<file path="src/rtl/sctx_pkg.sv">
package sctx_pkg;

  // system cycles in one serial half period for the chosen speed
  function automatic int half_cycles(logic fast, int fast_half, int slow_half);
    return fast ? fast_half : slow_half;
  endfunction

  // index of the final half period: (dummy + nbits) slots of two halves, then two latch halves
  function automatic int last_half(int nbits);
    return 2 * (nbits + 1) + 1;
  endfunction

  // serial clock level in half p
  function automatic logic clk_level(int p, int nbits);
    if (p < 2 * (nbits + 1)) return (p % 2) == 1;
    return p == 2 * (nbits + 1);
  endfunction

  // strobe level in half p
  function automatic logic latch_level(int p, int nbits);
    return p >= 2 * (nbits + 1);
  endfunction

  // position in {word, dummy} presented during half p
  function automatic int data_slot(int p, int nbits);
    int s;
    s = p / 2;
    return (s > nbits) ? nbits : s;
  endfunction

endpackage

</file>
<file path="src/rtl/sctx_half_timer.sv">
module sctx_half_timer #(
  parameter int unsigned CW = 9
) (
  input  logic          clk,
  input  logic          rst_n,
  input  logic          run,
  input  logic          restart,
  input  logic [CW-1:0] len,
  output logic          tick
);
  logic [CW-1:0] cnt;

  assign tick = run && (cnt == len - 1'b1);

  always_ff @(posedge clk or negedge rst_n) begin
    if (!rst_n)                 cnt <= '0;
    else if (restart || !run)   cnt <= '0;
    else if (tick)              cnt <= '0;
    else                        cnt <= cnt + 1'b1;
  end

  // the half-period count never passes the selected length
  p_half_count_bound_r2: assert property (@(posedge clk) disable iff (!rst_n)
    run |-> (cnt < len));

endmodule

</file>
<file path="src/rtl/sctx_reset_pulse.sv">
module sctx_reset_pulse #(
  parameter int unsigned RST_LEN = 300
) (
  input  logic clk,
  input  logic rst_n,
  input  logic fire,
  output logic pulse_low
);
  localparam int unsigned RW = $clog2(RST_LEN + 1);
  logic [RW-1:0] cnt;

  always_ff @(posedge clk or negedge rst_n) begin
    if (!rst_n) begin
      pulse_low <= 1'b1;
      cnt       <= RW'(RST_LEN - 1);
    end else if (fire && !pulse_low) begin
      pulse_low <= 1'b1;
      cnt       <= RW'(RST_LEN - 1);
    end else if (pulse_low) begin
      if (cnt == '0) pulse_low <= 1'b0;
      else           cnt <= cnt - 1'b1;
    end
  end

  // the remaining count stays inside the pulse length
  p_pulse_count_r9: assert property (@(posedge clk) disable iff (!rst_n)
    pulse_low |-> (cnt < RW'(RST_LEN)));

endmodule

</file>
<file path="src/rtl/sctx_sequencer.sv">
module sctx_sequencer
  import sctx_pkg::*;
#(
  parameter int unsigned NBITS = 11
) (
  input  logic             clk,
  input  logic             rst_n,
  input  logic             start,
  input  logic             blocked,
  input  logic             fast,
  input  logic [NBITS-1:0] word,
  input  logic             tick,
  output logic             go,
  output logic             active,
  output logic             fast_q,
  output logic             sclk,
  output logic             sdata,
  output logic             slatch,
  output logic             done
);
  localparam int LASTH = last_half(NBITS);
  localparam int PW    = $clog2(LASTH + 1);
  localparam int SW    = $clog2(NBITS + 1);

  logic [PW-1:0]    phase, phase_nx;
  logic [NBITS-1:0] word_q;
  logic [NBITS:0]   ext;
  logic [SW-1:0]    sel_nx;
  logic             at_term;

  assign go       = start && !active && !blocked;
  assign at_term  = (phase == PW'(LASTH));
  assign phase_nx = phase + 1'b1;
  assign sel_nx   = SW'(data_slot(int'(phase_nx), NBITS));
  assign ext      = {word_q, 1'b0};

  always_ff @(posedge clk or negedge rst_n) begin
    if (!rst_n) begin
      active <= 1'b0; phase <= '0; word_q <= '0; fast_q <= 1'b0;
      sclk <= 1'b0; sdata <= 1'b0; slatch <= 1'b0; done <= 1'b0;
    end else begin
      done <= 1'b0;
      if (go) begin
        active <= 1'b1; phase <= '0; word_q <= word; fast_q <= fast;
        sclk <= 1'b0; sdata <= 1'b0; slatch <= 1'b0;
      end else if (active && tick) begin
        if (at_term) begin
          active <= 1'b0; phase <= '0;
          sclk <= 1'b0; sdata <= 1'b0; slatch <= 1'b0; done <= 1'b1;
        end else begin
          phase  <= phase_nx;
          sclk   <= clk_level(int'(phase_nx), NBITS);
          sdata  <= ext[sel_nx];
          slatch <= latch_level(int'(phase_nx), NBITS);
        end
      end
    end
  end

  // data never moves on a rising serial clock edge
  p_data_steady_at_rise_r3: assert property (@(posedge clk) disable iff (!rst_n)
    $rose(sclk) |-> $stable(sdata));

  // the strobe rises under a high clock with data unchanged
  p_latch_under_high_clk_r5: assert property (@(posedge clk) disable iff (!rst_n)
    $rose(slatch) |-> (sclk && $stable(sdata)));

  // done comes with the strobe falling
  p_done_with_latch_fall_r6: assert property (@(posedge clk) disable iff (!rst_n)
    done |-> $fell(slatch));

  // a start during a transfer does not restart the phase count
  p_start_ignored_r7: assert property (@(posedge clk) disable iff (!rst_n)
    (start && active && !tick) |=> (phase == $past(phase)));

  // the captured word holds for the whole transfer
  p_word_held_r8: assert property (@(posedge clk) disable iff (!rst_n)
    active |=> $stable(word_q));

endmodule

</file>
<file path="src/rtl/ctrl_word_tx.sv">
module ctrl_word_tx
  import sctx_pkg::*;
#(
  parameter int unsigned NBITS     = 11,
  parameter int unsigned FAST_HALF = 260,
  parameter int unsigned SLOW_HALF = 510,
  parameter int unsigned RST_LEN   = 300
) (
  input  logic             clk,
  input  logic             rst_n,
  input  logic             start,
  input  logic             fast,
  input  logic [NBITS-1:0] word,
  input  logic             rst_req,
  output logic             sclk,
  output logic             sdata,
  output logic             slatch,
  output logic             rx_rst_n,
  output logic             busy,
  output logic             done
);
  localparam int unsigned MAXH = (FAST_HALF > SLOW_HALF) ? FAST_HALF : SLOW_HALF;
  localparam int unsigned HW   = $clog2(MAXH + 1);

  logic          xfer_active, xfer_go, fast_q, half_tick, rst_low, rst_fire;
  logic [HW-1:0] half_len;

  assign busy     = xfer_active || rst_low;
  assign rst_fire = rst_req && !busy;
  assign rx_rst_n = !rst_low;
  assign half_len = HW'(half_cycles(fast_q, FAST_HALF, SLOW_HALF));

  sctx_half_timer #(.CW(HW)) u_timer (
    .clk(clk), .rst_n(rst_n), .run(xfer_active), .restart(xfer_go),
    .len(half_len), .tick(half_tick)
  );

  sctx_reset_pulse #(.RST_LEN(RST_LEN)) u_rpulse (
    .clk(clk), .rst_n(rst_n), .fire(rst_fire), .pulse_low(rst_low)
  );

  sctx_sequencer #(.NBITS(NBITS)) u_seq (
    .clk(clk), .rst_n(rst_n), .start(start), .blocked(rst_low || rst_req),
    .fast(fast), .word(word), .tick(half_tick), .go(xfer_go),
    .active(xfer_active), .fast_q(fast_q), .sclk(sclk), .sdata(sdata),
    .slatch(slatch), .done(done)
  );

  // no transfer runs while the receiver is held in reset
  p_no_xfer_in_reset_r9: assert property (@(posedge clk) disable iff (!rst_n)
    !rx_rst_n |-> !xfer_active);

  // done lasts a single cycle
  p_single_done_r6: assert property (@(posedge clk) disable iff (!rst_n)
    done |=> !done);

endmodule

</file>
<file path="config.mk">
export PLATFORM = sky130hd
export DESIGN_NAME = ctrl_word_tx
export DESIGN_NICKNAME = d
export VERILOG_FILES = /design/src/rtl/sctx_pkg.sv /design/src/rtl/sctx_half_timer.sv /design/src/rtl/sctx_reset_pulse.sv /design/src/rtl/sctx_sequencer.sv /design/src/rtl/ctrl_word_tx.sv
export SDC_FILE = /design/constraint.sdc
export NUM_CORES = 1
export LEC_CHECK = 0
export BUFFER_PORTS_ARGS = -buffer_cell sky130_fd_sc_hd__buf_2
export CAP_MARGIN = 40
export CORE_MARGIN = 3
export CORE_UTILIZATION = 50
export CTS_BUF_LIST = sky130_fd_sc_hd__clkbuf_4
export CTS_CLUSTER_DIAMETER = 30
export DETAILED_ROUTE_END_ITERATION = 16
export GPL_TIMING_DRIVEN = 0
export HOLD_SLACK_MARGIN = 0.03
export PLACE_DENSITY = 0.72
export SYNTH_ARGS = -nofsm -noshare
export SYNTH_HDL_FRONTEND = slang
export SYNTH_SLANG_ARGS = --single-unit
export TNS_END_PERCENT = 20
</file>
<file path="constraint.sdc">
create_clock -name clk -period 2.22 [get_ports clk]
set_clock_uncertainty 0.05 [all_clocks]
set_input_delay 0 -clock clk [delete_from_list [all_inputs] [get_ports clk]]
set_output_delay 0 -clock clk [all_outputs]
set_load 0.1 [all_outputs]
</file>
==> reports/qor.txt, run 1 <==
DIE
-----------------------------------------------------------------------------------------------
Die footprint                                                                         4979 um^2
Ports placed on the boundary                                                                 22
Starting Density                                                                         54.48%
Floorplan die height                                                                   70.57 um
Placeable core area                                                                   3826 um^2
Core Rows                                                                                    22
Width of the die                                                                       70.57 um

FINISH
-----------------------------------------------------------------------------------------------
Area delta synth->final                                                                  20.77%
Post-layout util                                                                         65.79%
Number of fillers in the final layout                                                       301
Combined flip-flop and latch cell area                                                1035 um^2
Multi-input gate area                                                                 1026 um^2
Final Cell Area                                                                       2517 um^2
Share of final-layout standard cells stronger than drive strength 1                      31.86%
Net count, final                                                                            246
Number of inserted diodes                                                                     0

TIMING
-----------------------------------------------------------------------------------------------
Final Hold Fails                                                                              0
Final Hold Slack                                                                     0.04328 ns
Slew Limit Fails                                                                              0
Transition time of the tightest slew-check pin                                        0.4853 ns
F_max                                                                                 472.3 MHz
Final worst slack                                                                     0.1027 ns
Worst max-slew margin expressed relative to the limit                                    67.87%
Portion of the clock cycle consumed by the worst path in the final layout                95.38%
Setup violations, final                                                                       0
Post-layout min period                                                                 2.117 ns

GLOBAL ROUTE
-----------------------------------------------------------------------------------------------
GR peak layer                                                                              met2
Vias in the first global route                                                             1576
Wire length of the first global-routing pass                                            7182 um
Initial antenna violation count                                                               0
Grt met1 use                                                                             22.10%
Met2 usage in global routing                                                             31.29%
Maximum number of pins on one net before global-route repair                                 28
GRT overflow                                                                                  0
GRT Resource Usage Total                                                                 18.26%
Met3 demand-to-capacity share in global routing                                          4.830%

CLOCK NETWORK
-----------------------------------------------------------------------------------------------
Count of clock tree sinks                                                                    41
CTS Root Cell                                                                          clkbuf_4
Clock input transition at the sequential cells of the worst setup and hold paths        0.12 ns
Total clock buffers created by CTS                                                            5
H-tree Lvls                                                                                   2
Clock tree from TritonCTS                                                                  done
Clock insertion delay at the later pin of the skew report                               0.35 ns
Buffer depth of the longest clock path                                                        2

ROUTE
-----------------------------------------------------------------------------------------------
Antenna violation net count after detailed routing                                            0
# DRC                                                                                         0
Number of vias per cell                                                                   5.555
Via count                                                                                  1522
Number of search-and-repair iterations in the first detailed-routing pass                     4
Drt wl/cell                                                                            15.42 um
Post-Route WL                                                                           4224 um
Initial drt markers                                                                          63

LOGIC SYNTHESIS
-----------------------------------------------------------------------------------------------
Leading cell types by total area after synthesis                                   dfrtp_1 (42%), dfstp_2 (7.6%), mux2_2 (7.0%), xnor2_1 (4.2%), nor2_1 (4.0%)
Yosys top cell area share                                                                42.02%
FF+latch count, synth                                                                        41
Cells after synthesis                                                                       178
Fraction of the yosys area taken by sequential cells                                     49.58%
Syn avg cell area                                                                    11.71 um^2
Mapped Nets                                                                                 199
Count of distinct cell types in the synthesized netlist                                      43
Cell accounting for the most synthesized area                                           dfrtp_1
Mapped cell area                                                                      2084 um^2
Synth async-reset ratio                                                                  100.0%
Number of synthesized flops with an enable pin                                                0
Leading register cell type out of synthesis                                             dfrtp_1
Yosys synthesis warning count                                                                 0

PLACE
-----------------------------------------------------------------------------------------------
Pre-CTS worst setup slack                                                            -0.1267 ns
Routability-driven placement congestion ratio                                            0.8204
PortBufs                                                                                     21
Placed cell area                                                                      2270 um^2
Detailed-placement wirelength estimate                                                  2939 um

WORST SETUP PATH
-----------------------------------------------------------------------------------------------
Critical Path Source Type                                                              register
Critical Path RT                                                                        2.40 ns
Highest fanout seen on the critical path                                                      6
Critical register-to-register path endpoint                                         u_seq.sdata
Reg2Reg Depth                                                                                 6
Maximum cell stage delay along the critical path                                        0.46 ns
Critical path buffers and inverters                                                           0
Crit Path Class                                                                         reg2reg
Arrival time at the worst endpoint                                                      2.30 ns
Critical path endpoint category                                                        register
Cell family with most CP delay                                                     multiplexers
Sequence of cells on the critical path                                             ha_1, xnor2_4, mux4_2, mux2_2, a32oi_1, o31ai_1
Critical Path Slowest Stage Cell                                                        dfrtp_2
Launching point of the worst reg2reg path                                          u_seq.phase[0]
Reg2reg setup slack                                                                     0.10 ns

WORST HOLD PATH
-----------------------------------------------------------------------------------------------
Kind of path behind the tightest hold check                                            in2async

PWR
-----------------------------------------------------------------------------------------------
Post-layout total power                                                                1.213 mW
Power density normalized to cell area                                              481.7 nW/um^2
Cell leakage power                                                                     1.129 nW
VDD IR-drop max                                                                       0.3095 mV

FLOW RUN
-----------------------------------------------------------------------------------------------
Total of max-cap violations                                                                   0

RUN STATUS
-----------------------------------------------------------------------------------------------
Status                                                                             complete, no violations

==> worst register-to-register path, cell delays in order, from the launching register on <==
cell	delay, ns
dfrtp_2	0.46
ha_1	0.30
xnor2_4	0.28
mux4_2	0.34
mux2_2	0.28
a32oi_1	0.21
o31ai_1	0.09
==> cells in the final DEF (no fill, tap or decap), types with 2 or more instances in the layout <==
master	instances
dfrtp_1	34
nor2_1	22
buf_2	22
nand2_1	17
dlygate4sd3_1	14
mux2_2	13
xnor2_1	9
xor2_1	6
clkbuf_4	6
dfstp_2	6
inv_1	5
nand3_1	5
ha_1	5
mux2i_1	4
o21ai_0	4
buf_4	4
nand4_1	3
nor3_1	3
a21oi_1	3
buf_6	2
nand4bb_2	2
or4_4	2
and3_1	2
nor2b_1	2
o31ai_1	2
nand2b_1	2
a22o_1	2
o21ai_1	2
clkinv_2	2
==> report_power, final <==
part / internal (mW) / total, mW / switching [mW]
sequential: 0.758 / 0.767 / 0.00904
clock: 0.133 / 0.371 / 0.238
combinational: 0.0428 / 0.0747 / 0.0319
==> kinds of logic after synthesis <==
group                    Yosys count  synth area share (%)
buffers and inverters              8                 1.921
XOR/XNOR                          16                 6.722
adder cells (fa/ha/maj)            5                 3.001
AO/OA/AOI/OAI                     23                 11.05
AND/OR/NAND/NOR                   67                 17.53
multiplexers                      18                 10.20
flip-flops                        41                 49.58
==> cells in the mapped netlist (2+ instances only) <==
library cell and number:
nor3_1 3, nand4_1 3, nand4bb_2 2, nand2b_1 2, a22o_1 2, or4_4 2, mux2i_1 4, mux2_2 13
xor2_1 6, nor2b_1 2, and3_1 2, nand3_1 5, o31ai_1 2, o21ai_1 2, inv_1 5, nor2_1 22
o21ai_0 4, nand2_1 17, ha_1 5, a21oi_1 3, buf_2 2, xnor2_1 10, dfstp_2 6, dfrtp_1 35
==> how the worst max path moves through the flow <==
stage,start,endpoint,slack [ns],cells past startpoint
floorplan,u_seq.phase[0],u_seq.sdata,0.12,6
global placement,u_seq.phase[0],u_seq.sdata,-0.08,6
detailed placement,u_seq.phase[0],u_seq.sdata,-0.13,6
CTS,u_seq.phase[1],u_seq.sdata,0.002,7
global route,u_seq.phase[1],u_seq.sdata,-0.009,7
finish,u_seq.phase[0],u_seq.sdata,0.10,6
==> through the flow <==
step	setup TNS, ns	std cells
finish	0	274
global placement	-0.08101	247
detailed placement	-0.1267	248
floorplan	0	178
global route	-0.008675	274
CTS	0	272
==> timing repair <==
| item | 4_1_cts | 5_1_grt |
|---|---|---|
| buffers inserted | 2 | 2 |
| resized for setup | 2 | 5 |
| gates cloned | 0 | 0 |
| hold buffers | 14 | 0 |
| setup endpoints to repair | 1 | 1 |
| pin swaps | 0 | 2 |
| endpoints found under the hold margin | 58 | 0 |
==> registers in the layout, indices dropped and copies added (netlist names) <==
register            count
u_rpulse.cnt            9
u_rpulse.pulse_low      1
u_seq.active            1
u_seq.done              1
u_seq.fast_q            1
u_seq.phase             5
u_seq.sclk              1
u_seq.sdata             1
u_seq.slatch            1
u_seq.word_q           11
u_timer.cnt             9
==> cell type report <==
class,instances,area share (%)
sequential,41,41.10
multi-input combinational,129,40.76
timing repair buffer,40,11.73
tap,48,2.386
clock buffer,6,1.789
buffer,3,1.093
inverter,5,0.7455
clock inverter,2,0.3976
==> metal layers <==
layer | up-vias | share of wire [%]
li1 | 728 | -
met1 | 761 | 43
met2 | 31 | 53
met3 | 2 | 3.0
met4 | 0 | 0.54
met5 | - | 0
Note: power is estimated with default switching activity, not from simulation.
==> inputs of run 2 (changes only) <==
--- a/config.mk
+++ b/config.mk
@@ -5,6 +5,7 @@
 export SDC_FILE = /design/constraint.sdc
 export NUM_CORES = 1
 export LEC_CHECK = 0
+export ABC_AREA = 1
 export BUFFER_PORTS_ARGS = -buffer_cell sky130_fd_sc_hd__buf_2
 export CAP_MARGIN = 40
 export CORE_MARGIN = 3
==> run 2 against run 1 <==
  * Register-to-register slack better by 0.16 ns
  * Final cell count rose by 27%
  * Synthesized area rose by 3.5%
  * Synthesized cell count increased by 40%
  * Combinational power decreased by 13%
  * Critical path depth rose by 2
  * Setup slack gained 0.16 ns
  * Worst hold slack improved by 0.021 ns
  * Final area increased by 2.7%
  * Sequential power shrank 0.8%
  * Global-route usage fell by 0.26 points
  * Largest cell class unchanged
==> reports/qor.txt, run 2 <==
FLOW RUN
-----------------------------------------------------------------------------------------------
Total of max-cap violations                                                                   0

WORST SETUP PATH
-----------------------------------------------------------------------------------------------
Cell family with most CP delay                                                     simple AND/OR/NAND/NOR gates
Crit Path Class                                                                         reg2reg
Sequence of cells on the critical path                                             ha_1, xnor2_1, nand2_4, nand3b_1, nand3_1, nand2_1, nand2_1, nand2_1
Critical path endpoint category                                                        register
Most frequent cell on the critical path                                                 nand2_1
Critical Path Slowest Stage Cell                                                        xnor2_1
Arrival time at the worst endpoint                                                      2.18 ns
Critical Path RT                                                                        2.44 ns
Maximum cell stage delay along the critical path                                        0.53 ns
Critical Path Source Type                                                              register
Critical path buffers and inverters                                                           0
Highest fanout seen on the critical path                                                      6

FINISH
-----------------------------------------------------------------------------------------------
Non-filler cells, final                                                                     349
Final Cell Area                                                                       2585 um^2
Largest registers                                                                  u_seq.word_q: 11 flops, u_rpulse.cnt: 9 flops, u_timer.cnt: 9 flops
Number of flip-flops under the largest register name                                         11
Net count, final                                                                            319
Number of inserted diodes                                                                     0
Post-layout util                                                                         63.26%
Most common cell after layout, fill and taps aside                                      nand2_1
Area delta synth->final                                                                  19.84%
Register name with the most flops                                                  u_seq.word_q
Most used cells in the layout excluding fill and tap cells                         nand2_1 (65), dfrtp_1 (35), inv_1 (26)
Share of final-layout standard cells stronger than drive strength 1                      23.08%

GLOBAL ROUTE
-----------------------------------------------------------------------------------------------
Vias in the first global route                                                             1575
Wire length of the first global-routing pass                                            7238 um
GRT overflow                                                                                  0
GRT Resource Usage Total                                                                 18.00%
Initial antenna violation count                                                               0
Maximum number of pins on one net before global-route repair                                 31

ROUTE
-----------------------------------------------------------------------------------------------
Post-Route WL                                                                           4009 um
Top layer in use                                                                           met4
M1 WL                                                                                   2032 um
Number of vias per cell                                                                   4.885
# DRC                                                                                         0
Met3 WL                                                                                  114 um
Antenna violation net count after detailed routing                                            0
Drt wl/cell                                                                            11.49 um
Number of search-and-repair iterations in the first detailed-routing pass                     4
Via count                                                                                  1705
Initial drt markers                                                                         131
Detail Route met2 WL                                                                    1785 um

LOGIC SYNTHESIS
-----------------------------------------------------------------------------------------------
Mapped cell area                                                                      2157 um^2
Yosys synthesis warning count                                                                 0
Synth async-reset ratio                                                                  100.0%
Mapped Nets                                                                                 271
Cell accounting for the most synthesized area                                           dfrtp_1
Leading cell types by total area after synthesis                                   dfrtp_1 (41%), nand2_1 (11%), dfstp_2 (7.3%), inv_1 (4.5%), nor2_1 (4.0%)
Fraction of the yosys area taken by sequential cells                                     47.91%
Number of synthesized flops with an enable pin                                                0
Top post-synthesis cells by count                                                  nand2_1 (65), dfrtp_1 (35), inv_1 (26)
Syn avg cell area                                                                    8.628 um^2
Yosys top cell area share                                                                40.60%
FF+latch count, synth                                                                        41
Dominant cell by count in the synthesized netlist                                       nand2_1
Cells after synthesis                                                                       250
Count of distinct cell types in the synthesized netlist                                      34
Leading register cell type out of synthesis                                             dfrtp_1

CLOCK NETWORK
-----------------------------------------------------------------------------------------------
Buffer depth of the longest clock path                                                        2
Total clock buffers created by CTS                                                            5
CTS Root Cell                                                                          clkbuf_4
Clock tree from TritonCTS                                                                  done
Post CTS Setup Buffer Count                                                                   0
Count of instances resized after the clock tree is built                                      0
CTS Hold Bufs                                                                                19
Clock input transition at the sequential cells of the worst setup and hold paths        0.13 ns
H-tree Lvls                                                                                   2
Clock insertion delay at the later pin of the skew report                               0.36 ns
Count of clock tree sinks                                                                    41

TIMING
-----------------------------------------------------------------------------------------------
F_max                                                                                 509.8 MHz
Transition time of the tightest slew-check pin                                        0.6180 ns
Worst max-slew margin expressed relative to the limit                                    58.50%
Post-layout min period                                                                 1.962 ns
Final worst slack                                                                     0.2583 ns
Slew Limit Fails                                                                              0
Sum of negative setup slack                                                                0 ns
Portion of the clock cycle consumed by the worst path in the final layout                88.36%
Setup repair after global routing missed its margin                                       false
Final Hold Fails                                                                              0
Final Hold Slack                                                                     0.06391 ns
Setup violations, final                                                                       0

PWR
-----------------------------------------------------------------------------------------------
Power density normalized to cell area                                              456.2 nW/um^2
Cell leakage power                                                                     1.288 nW
VDD IR-drop max                                                                       0.2870 mV
Post-layout total power                                                                1.179 mW

DIE
-----------------------------------------------------------------------------------------------
Placeable core area                                                                   4086 um^2
Starting Density                                                                         52.79%
Die footprint                                                                         5138 um^2
Core Rows                                                                                    23
Ports placed on the boundary                                                                 22
Floorplan die height                                                                   71.68 um
Width of the die                                                                       71.68 um

PLACE
-----------------------------------------------------------------------------------------------
Routability-driven placement congestion ratio                                            0.8515
Placed cell count                                                                           322
PortBufs                                                                                     21
Pre-CTS worst setup slack                                                             0.2959 ns
Detailed-placement wirelength estimate                                                  2770 um
Placed cell area                                                                      2345 um^2

RUN STATUS
-----------------------------------------------------------------------------------------------
Status                                                                             complete, no violations

WORST HOLD PATH
-----------------------------------------------------------------------------------------------
Kind of path behind the tightest hold check                                            in2async

-- run 2: path summary, 6_finish.rpt --
| path | startpoint | endpoint | slack [ns] | cells past startpoint |
|---|---|---|---|---|
| setup / recovery | u_seq.phase[0] | u_seq.sdata | 0.26 | 8 |
| hold / removal | rst_n | u_seq.slatch | 0.06 | 3 |
| hold reg to reg | u_seq.word_q[4] | u_seq.word_q[4] | 0.44 | 2 |
| setup reg to reg | u_seq.phase[0] | u_seq.sdata | 0.26 | 8 |
| max in group asynchronous | rst_n | u_timer.cnt[6] | 1.14 | 3 |
| min in group clk | start | u_seq.active | 0.08 | 5 |
-- run 2: metal layers --
layer	vias to the layer above	track usage (%)
met5	-	0
met4	0	7.516
met3	8	3.366
met2	22	26.73
met1	780	25.84
li1	895	-
-- run 2: power breakdown --
part	total [mW]	internal (mW)	switching [mW]
logic	0.0651	0.0356	0.0295
clock network	0.353	0.115	0.238
registers	0.761	0.756	0.00473
-- run 2: worst min-delay path, stage by stage --
cell	delay (ns)
dlygate4sd3_1	0.52
buf_2	0.13
buf_12	0.19
-- run 2: area by class of cell --
cell class	count	area [um^2]
buffer	1	5.005
clock buffer	5	37.54
clock inverter	3	12.51
fill	355	1501
inverter	34	127.6
multi-input combinational	174	991.0
sequential	41	1033
tap	50	62.56
timing repair buffer	41	315.3
-- run 2: kinds of logic after synthesis --
| logic type | after synthesis | synth area share, % |
|---|---|---|
| compound gates | 30 | 9.629 |
| xor+xnor | 9 | 3.654 |
| fa+ha+maj | 5 | 2.900 |
| buf+inv | 35 | 6.148 |
| flops | 41 | 47.91 |
| simple gates | 130 | 29.76 |
==> inputs of run 3 (changes only) <==
--- a/config.mk
+++ b/config.mk
@@ -14,8 +14,8 @@
 export CTS_CLUSTER_DIAMETER = 30
 export DETAILED_ROUTE_END_ITERATION = 16
 export GPL_TIMING_DRIVEN = 0
-export HOLD_SLACK_MARGIN = 0.03
-export PLACE_DENSITY = 0.72
+export HOLD_SLACK_MARGIN = 0.1
+export PLACE_DENSITY = 0.69
 export SYNTH_ARGS = -nofsm -noshare
 export SYNTH_HDL_FRONTEND = slang
 export SYNTH_SLANG_ARGS = --single-unit
==> constraint.sdc (replaced) <==
create_clock -name clk -period 2.28 [get_ports clk]
set_clock_uncertainty 0.05 [all_clocks]
set_input_delay 0 -clock clk [delete_from_list [all_inputs] [get_ports clk]]
set_output_delay 0 -clock clk [all_outputs]
set_load 0.1 [all_outputs]
==> run 3 against run 2 <==
  * Count of clock-buffer cells in the layout is the same
  * Clock power is essentially flat
  * Critical path depth shrank 1
  * Sequential cell count is the same
  * Final cell count increased by 2.9%
  * Worst hold slack improved by 0.083 ns
  * Fmax shrank 4.4%
  * First-iteration DRC count down 8.4%
  * Register-to-register slack got worse by 0.03 ns
  * Setup slack worse by 0.030 ns
  * Power is 1.7% lower
  * Highest routed layer unchanged
==> reports/qor.txt, run 3 (synthesized netlist as in run 2, its figures left out) <==
RUN STATUS
-----------------------------------------------------------------------------------------------
Status                                                                             complete, no violations

WORST SETUP PATH
-----------------------------------------------------------------------------------------------
Reg2Reg Depth                                                                                 7
Critical path endpoint category                                                        register
Reg2reg setup slack                                                                     0.23 ns
Arrival time at the worst endpoint                                                      2.31 ns
Critical Path Source Type                                                              register
Highest fanout seen on the critical path                                                     10
Critical Path RT                                                                        2.53 ns
Crit Path Class                                                                         reg2reg

ROUTE
-----------------------------------------------------------------------------------------------
Initial drt markers                                                                         120
M1 WL                                                                                   2032 um
Drt wl/cell                                                                            11.92 um
Top layer in use                                                                           met4
Detail Route met2 WL                                                                    1996 um
Via count                                                                                  1753
# DRC                                                                                         0
Number of search-and-repair iterations in the first detailed-routing pass                     4
Met3 WL                                                                                  183 um
Number of vias per cell                                                                   4.883
Post-Route WL                                                                           4280 um
Antenna violation net count after detailed routing                                            0

DIE
-----------------------------------------------------------------------------------------------
Starting Density                                                                         52.79%
Ports placed on the boundary                                                                 22
Width of the die                                                                       71.68 um
Floorplan die height                                                                   71.68 um
Core Rows                                                                                    23
Die footprint                                                                         5138 um^2
Placeable core area                                                                   4086 um^2

PWR
-----------------------------------------------------------------------------------------------
VDD IR-drop max                                                                       0.3149 mV
Power density normalized to cell area                                              431.3 nW/um^2
Post-layout total power                                                                1.159 mW
Cell leakage power                                                                     1.314 nW

TIMING
-----------------------------------------------------------------------------------------------
Setup repair after global routing missed its margin                                       false
Worst max-slew margin expressed relative to the limit                                    58.00%
Post-layout min period                                                                 2.052 ns
Setup violations, final                                                                       0
F_max                                                                                 487.4 MHz
Sum of negative setup slack                                                                0 ns
Portion of the clock cycle consumed by the worst path in the final layout                90.00%
Slew Limit Fails                                                                              0
Transition time of the tightest slew-check pin                                        0.6255 ns
Final Hold Slack                                                                      0.1470 ns
Final Hold Fails                                                                              0

CLOCK NETWORK
-----------------------------------------------------------------------------------------------
H-tree Lvls                                                                                   2
Count of clock tree sinks                                                                    41
Buffer depth of the longest clock path                                                        2
Total clock buffers created by CTS                                                            5
Clock insertion delay at the later pin of the skew report                               0.36 ns
CTS Root Cell                                                                          clkbuf_4
Clock input transition at the sequential cells of the worst setup and hold paths        0.12 ns
Clock tree from TritonCTS                                                                  done

FINISH
-----------------------------------------------------------------------------------------------
Most common cell after layout, fill and taps aside                                      nand2_1
Register name with the most flops                                                  u_seq.word_q
Post-layout util                                                                         65.77%
Area delta synth->final                                                                  24.59%
Share of final-layout standard cells stronger than drive strength 1                      22.33%
Most used cells in the layout excluding fill and tap cells                         nand2_1 (65), dfrtp_1 (35), dlygate4sd3_1 (29)
Number of flip-flops under the largest register name                                         11
Largest registers                                                                  u_seq.word_q: 11 flops, u_rpulse.cnt: 9 flops, u_timer.cnt: 9 flops
Number of fillers in the final layout                                                       351
Number of inserted diodes                                                                     0
Net count, final                                                                            329

PLACE
-----------------------------------------------------------------------------------------------
Detailed-placement wirelength estimate                                                  2879 um
Routability-driven placement congestion ratio                                            0.8589
PortBufs                                                                                     21

GLOBAL ROUTE
-----------------------------------------------------------------------------------------------
GRT Resource Usage Total                                                                 19.40%
Maximum number of pins on one net before global-route repair                                 32
Initial antenna violation count                                                               0
GRT overflow                                                                                  0
Vias in the first global route                                                             1723
Wire length of the first global-routing pass                                            7748 um

WORST HOLD PATH
-----------------------------------------------------------------------------------------------
Kind of path behind the tightest hold check                                              in2reg
Hold Path Cell Cnt                                                                            6

FLOW RUN
-----------------------------------------------------------------------------------------------
Total of max-cap violations                                                                   0

## run 3: area by class of cell
type                    count  area, um^2  share of cell area (%)
clock buffers               5       37.54                   1.397
well taps                  50       62.56                   2.328
inverters                  34       127.6                   4.749
flip-flops and latches     41        1033                   38.45
multi-input cells         174       991.0                   36.87
clock inverters             3       12.51                  0.4655
plain buffers               1       7.507                  0.2793
repair buffers             51       415.4                   15.46
## run 3: final timing paths
check,startpoint,endpoint
min reg2reg,u_seq.sdata,u_seq.sdata
max reg2reg,u_seq.active,u_seq.word_q[2]
max,u_seq.active,u_seq.word_q[2]
min in group asynchronous,rst_n,u_seq.slatch
min,start,u_seq.word_q[6]
max in group asynchronous,rst_n,u_seq.done
## run 3: what timing repair did
action | CTS | global route
setup buffers | 0 | 0
hold buffers | 29 | 0
resized for setup | 0 | 1
setup endpoints to repair | 0 | 1
hold endpoints to repair | 58 | 0
## run 3: metrics by stage
step	cell area [um^2]	setup slack [ns]	std cells
2_1_floorplan	2157	0.5769	250
3_3_place_gp	2325	0.3626	321
3_5_place_dp	2345	0.3499	322
4_1_cts	2685	0.2060	359
5_1_grt	2688	0.03619	359
6_report	2688	0.2281	359
## run 3: power breakdown
part	leakage (nW)	switching (mW)	internal, mW	total, mW
Clock	0.0300	0.239	0.112	0.351
Sequential	0.483	0.00464	0.736	0.741
Combinational	0.801	0.0295	0.0374	0.0669
Total	1.31	0.273	0.886	1.16
## run 3: metal layers
metal,global-route usage [%],vias to the layer above
li1,-,917
met3,5.049,7
met2,30.10,28
met5,0,-
met4,7.516,0
met1,26.04,801
## run 3: worst max-delay path, cell delays in order (launching register included)
cell           delay (ns)
dfrtp_1              0.47
nor2_1               0.19
inv_2                0.08
nor3_4               0.22
clkbuf_4             0.27
nand2_1              0.08
dlygate4sd3_1        0.57
nand2_1              0.07
